[config.mk]
export PLATFORM = sky130hd
export DESIGN_NAME = cond_bit_unit
export DESIGN_NICKNAME = d
export VERILOG_FILES = /design/src/rtl/cbu_pkg.sv /design/src/rtl/cbu_decode.sv /design/src/rtl/cbu_cond.sv /design/src/rtl/cbu_bitop.sv /design/src/rtl/cond_bit_unit.sv
export SDC_FILE = /design/constraint.sdc
export NUM_CORES = 1
export LEC_CHECK = 0
export ABC_AREA = 1
export BUFFER_PORTS_ARGS = -buffer_cell sky130_fd_sc_hd__buf_2
export CORE_MARGIN = 5
export CORE_UTILIZATION = 38
export CTS_CLUSTER_SIZE = 30
export DETAILED_ROUTE_END_ITERATION = 10
export HOLD_SLACK_MARGIN = 0.12
export PLACE_DENSITY = 0.79
export SLEW_MARGIN = 10
export SYNTH_ARGS = -nofsm -noshare
export SYNTH_HDL_FRONTEND = slang
export SYNTH_SLANG_ARGS = --single-unit
[constraint.sdc]
create_clock -name clk -period 1 [get_ports clk]
set_input_delay 0 -clock clk [delete_from_list [all_inputs] [get_ports clk]]
set_output_delay 0 -clock clk [all_outputs]
set_load 0.02 [all_outputs]
[src/rtl/cbu_pkg.sv]
package cbu_pkg;

  typedef enum logic [1:0] {
    OP_SET  = 2'b00,
    OP_CLR  = 2'b01,
    OP_CSET = 2'b10,
    OP_NONE = 2'b11
  } bit_op_e;

  typedef struct packed {
    bit_op_e op;
    logic    from_reg;
    logic    want_z;
  } bit_ctrl_t;

endpackage

[src/rtl/cbu_decode.sv]
module cbu_decode
  import cbu_pkg::*;
#(
  parameter int DATA_W = 8,
  parameter int REG_W  = 32,
  localparam int IDX_W  = $clog2(DATA_W),
  localparam int CTRL_W = IDX_W + 4
) (
  input  logic [CTRL_W-1:0] ctrl_word,
  input  logic [REG_W-1:0]  reg_val,
  output bit_ctrl_t         dec,
  output logic [IDX_W-1:0]  bit_idx
);

  localparam int SRC_POS = IDX_W;
  localparam int POL_POS = IDX_W + 1;
  localparam int OP_LSB  = IDX_W + 2;

  logic unused_reg_hi;

  always_comb begin
    dec.op       = bit_op_e'(ctrl_word[OP_LSB +: 2]);
    dec.from_reg = ctrl_word[SRC_POS];
    dec.want_z   = ctrl_word[POL_POS];
    bit_idx      = dec.from_reg ? reg_val[IDX_W-1:0] : ctrl_word[IDX_W-1:0];
  end

  assign unused_reg_hi = ^reg_val[REG_W-1:IDX_W];

endmodule

[src/rtl/cbu_cond.sv]
module cbu_cond
  import cbu_pkg::*;
(
  input  bit_ctrl_t dec,
  input  logic      zf,
  output logic      exec,
  output logic      set_val
);

  always_comb begin
    unique case (dec.op)
      OP_SET:  exec = 1'b1;
      OP_CLR:  exec = 1'b1;
      OP_CSET: exec = (zf == dec.want_z);
      default: exec = 1'b0;
    endcase
    set_val = (dec.op != OP_CLR);
  end

endmodule

[src/rtl/cbu_bitop.sv]
module cbu_bitop #(
  parameter int DATA_W = 8,
  localparam int IDX_W = $clog2(DATA_W)
) (
  input  logic [DATA_W-1:0] din,
  input  logic [IDX_W-1:0]  bit_idx,
  input  logic              exec,
  input  logic              set_val,
  output logic [DATA_W-1:0] dout
);

  for (genvar i = 0; i < DATA_W; i++) begin : g_bit
    logic hit;
    assign hit     = exec && (bit_idx == IDX_W'(i));
    assign dout[i] = hit ? set_val : din[i];
  end

endmodule

[src/rtl/cond_bit_unit.sv]
module cond_bit_unit
  import cbu_pkg::*;
#(
  parameter int DATA_W = 8,
  parameter int REG_W  = 32,
  localparam int IDX_W  = $clog2(DATA_W),
  localparam int CTRL_W = IDX_W + 4
) (
  input  logic              clk,
  input  logic              rst,
  input  logic              in_valid,
  input  logic [CTRL_W-1:0] ctrl,
  input  logic [DATA_W-1:0] operand,
  input  logic [REG_W-1:0]  reg_bitno,
  input  logic              zf,
  output logic              out_valid,
  output logic [DATA_W-1:0] result,
  output logic              wr_en
);

  bit_ctrl_t         dec;
  logic [IDX_W-1:0]  bit_idx;
  logic              exec;
  logic              set_val;
  logic [DATA_W-1:0] next_byte;

  cbu_decode #(.DATA_W(DATA_W), .REG_W(REG_W)) u_dec (
    .ctrl_word (ctrl),
    .reg_val   (reg_bitno),
    .dec       (dec),
    .bit_idx   (bit_idx)
  );

  cbu_cond u_cond (
    .dec     (dec),
    .zf      (zf),
    .exec    (exec),
    .set_val (set_val)
  );

  cbu_bitop #(.DATA_W(DATA_W)) u_bit (
    .din     (operand),
    .bit_idx (bit_idx),
    .exec    (exec),
    .set_val (set_val),
    .dout    (next_byte)
  );

  always_ff @(posedge clk) begin
    if (rst) begin
      out_valid <= 1'b0;
      wr_en     <= 1'b0;
      result    <= '0;
    end else begin
      out_valid <= in_valid;
      wr_en     <= in_valid && exec;
      if (in_valid) result <= next_byte;
    end
  end

  AST_SET_FORCES_ONE: assert property (@(posedge clk) disable iff (rst)
    out_valid && $past(dec.op) == OP_SET |-> result[$past(bit_idx)] && wr_en);
  AST_CLR_FORCES_ZERO: assert property (@(posedge clk) disable iff (rst)
    out_valid && $past(dec.op) == OP_CLR |-> !result[$past(bit_idx)] && wr_en);
  AST_NOWRITE_KEEPS: assert property (@(posedge clk) disable iff (rst)
    out_valid && !wr_en |-> result == $past(operand));
  AST_NONE_NOWRITE: assert property (@(posedge clk) disable iff (rst)
    out_valid && $past(dec.op) == OP_NONE |-> !wr_en);
  AST_ONE_BIT_MAX: assert property (@(posedge clk) disable iff (rst)
    out_valid |-> $countones(result ^ $past(operand)) <= 1);
  AST_WR_NEEDS_VALID: assert property (@(posedge clk) disable iff (rst)
    wr_en |-> out_valid);
  AST_VALID_ONE_LATER: assert property (@(posedge clk) disable iff (rst)
    $past(in_valid) && !$past(rst) |-> out_valid);

endmodule

==> results.md <==
* Status: finished clean
* VDD IR max at 0.5189 mV
* Clk_lat worst skew at 250 ps
* Critical path type: flip-flop to primary output
* Worst setup slack after placement at 35.75 ps
* Placement row count at 16
* Syn nets at 184
* Routed len/inst at 9.152 microns
* CP cell instances: buf_2
* Top cells by area, synth: dfxtp_1 (27%), nand2_1 (24%), nor2_1 (14%), a21oi_2 (9.4%), inv_1 (8.1%)
* Area grow syn2layout at 44.44%
* Yosys top cell by area: dfxtp_1
* Max Freq at 1.321 GHz
* Iteration-0 DRC count of the detailed router at 19
* CTS tree: yes
* Grt met1 use at 15.79%
* WL final at 1867 microns
* Netlist cell types at 13
* RePlAce Congestion at 0.7590
* Flop2flop setup slack at 410 ps
* Fin crit share at 75.69%
* First-pass GRT wire length at 2856 microns
* Clk buf depth at 2
* Most frequent cells after synthesis: nand2_1 (48), nor2_1 (27), inv_1 (16)
* Cell area after synthesis at 743.2 sq um
* Rel. slew slack at 78.37%
* Ys async rst share at 0%
* Seq/Total Area, Yosys at 26.94%
* PwrDens at 969.1 mW/mm^2
* Worst setup margin at 243.1 ps
* Filler instances at 221
* Diodes inserted at 0
* Crit path max-delay family: flip-flops
* Critical Path Max Stage Delay at 330 ps
* Num ports at 61
* Clock-pin slew on the worst setup and hold paths at 60 ps
* Buffer and inverter count on the worst path at 1
* YS warnings at 0
* Synth Register Bits at 10
* Vias per Instance at 4.412
* Cts bufs inserted at 3
* DIE AREA at 0.002940 sq mm
* Setup TNS at 0 ps
* H-tree levels at 1
* Root Driver: clkbuf_4
* Final Total Pwr at 1.040 mW
* Crit path launch type: flip-flop
* Starting Density at 38.67%
* Post-DP HPWL at 1406 microns
* DRC viols at 0
* Arr. time, crit path at 760 ps
* Mapped Cells at 133
* Pin count of the biggest net entering global routing at 11
* Overflow after GRT at 0
* Horiz. Die Dim at 54.23 microns
* Initial antenna violation count at 0
* Number of port buffers at 31
* Setup Skew at 0 ps
* Fin. max-slew vios at 0
* Global Route Usage Sum at 13.02%
* Grt met3 use at 1.090%
* CP max-delay cell: dfxtp_1
* Syn_area_per_cell at 5.588 sq um
* HP Class: input pin to flip-flop
* Pre-antenna DRT Iters at 5
* Vias in the first global route at 754
* Met2 GRT Util at 22.31%
* Core area at 0.001922 sq mm
* Nets@finish at 230
* CP Data Required Time at 1000 ps
* Critical path capture point type: primary output
* Sink Count at 10
* Fin crit period at 756.9 ps
* Synth top area share at 26.94%
* Post-synth EDFFs at 0
* Worst Max-Slew Pin Slew at 323.2 ps
* Static Leak at 0.5753 nW
* Hold Violations, Final at 0
* Hold WS at 213.4 ps
* Max-cap violations at 0
* Main synth FF type: dfxtp_1
* Vert. Die Dim at 54.23 microns
* Share of cells above drive strength 1 at 32.20%
* Global route hottest layer: met2
* Final setup vio count at 0
* Top-count cell post-synth: nand2_1
* ANT nets after route at 0
* RSZ-0062 raised after global routing: no
* Crit-path max FO at 2
* Vias at 900
## worst paths after layout
path | from | end | cells past startpoint
max | result[2]$_SDFFE_PP0P_ | result[2] | 1
min | in_valid | result[7]$_SDFFE_PP0P_ | 5
max reg2reg | result[2]$_SDFFE_PP0P_ | result[2]$_SDFFE_PP0P_ | 2
min reg2reg | result[3]$_SDFFE_PP0P_ | result[3]$_SDFFE_PP0P_ | 2
## cell usage in the layout, fill, tap and decap left out
cell and count:
nand2_2 9, nand3_1 8, buf_4 2, clkinv_1 1, o21ai_4 1, a21oi_2 8, inv_1 16, clkbuf_4 3
or2_2 1, dfxtp_1 10, nor2_1 27, o21ai_2 1, nand2_1 48, buf_2 31, dlygate4sd3_1 10, inv_2 1
## what timing repair did
item,in CTS,in global routing
setup buffers,0,1
endpoints found under the setup margin,0,8
hold buffers,11,0
resized for setup,0,1
endpoints found under the hold margin,10,0
## routing by layer
| metal | vias to the layer above | part of all wire, % | wire, microns |
|---|---|---|---|
| met4 | 0 | 1.3 | 25 |
| met2 | 39 | 45 | 842 |
| met5 | - | 0 | 0 |
| met3 | 4 | 9.3 | 174 |
| li1 | 488 | - | - |
| met1 | 369 | 44 | 825 |
## area by class of cell
| cell class | count | area, sq um | area share, % |
|---|---|---|---|
| multi-input cells | 103 | 479.2 | 44.64 |
| repair buffers | 43 | 270.3 | 25.17 |
| flip-flops and latches | 10 | 200.2 | 18.65 |
| inverters | 18 | 67.56 | 6.294 |
| well taps | 27 | 33.78 | 3.147 |
| clock buffers | 3 | 22.52 | 2.098 |
## registers in the layout, summed over array words and instances (netlist names)
signal / count
result: 8
out_valid: 1
wr_en: 1
## logic make-up after synthesis
| logic type | Yosys count | synth area share, % |
|---|---|---|
| simple gates | 93 | 51.68 |
| buf+inv | 21 | 10.77 |
| flops | 10 | 26.94 |
| compound gates | 9 | 10.61 |
## where the power goes
group	switching [mW]	internal, mW
Sequential	0.00959	0.423
Combinational	0.206	0.145
Clock	0.119	0.138
Total	0.334	0.706
## per-stage QoR
stage,cells,utilization [%],cell area [sq um]
after CTS,203,55.14,1060
after floorplan,133,-,743.2
after global placement,189,48.24,927.1
after detailed placement,189,48.24,927.1
after global routing,204,55.86,1074
final,204,55.86,1074
No activity file was read; power rests on OpenSTA's default activity.
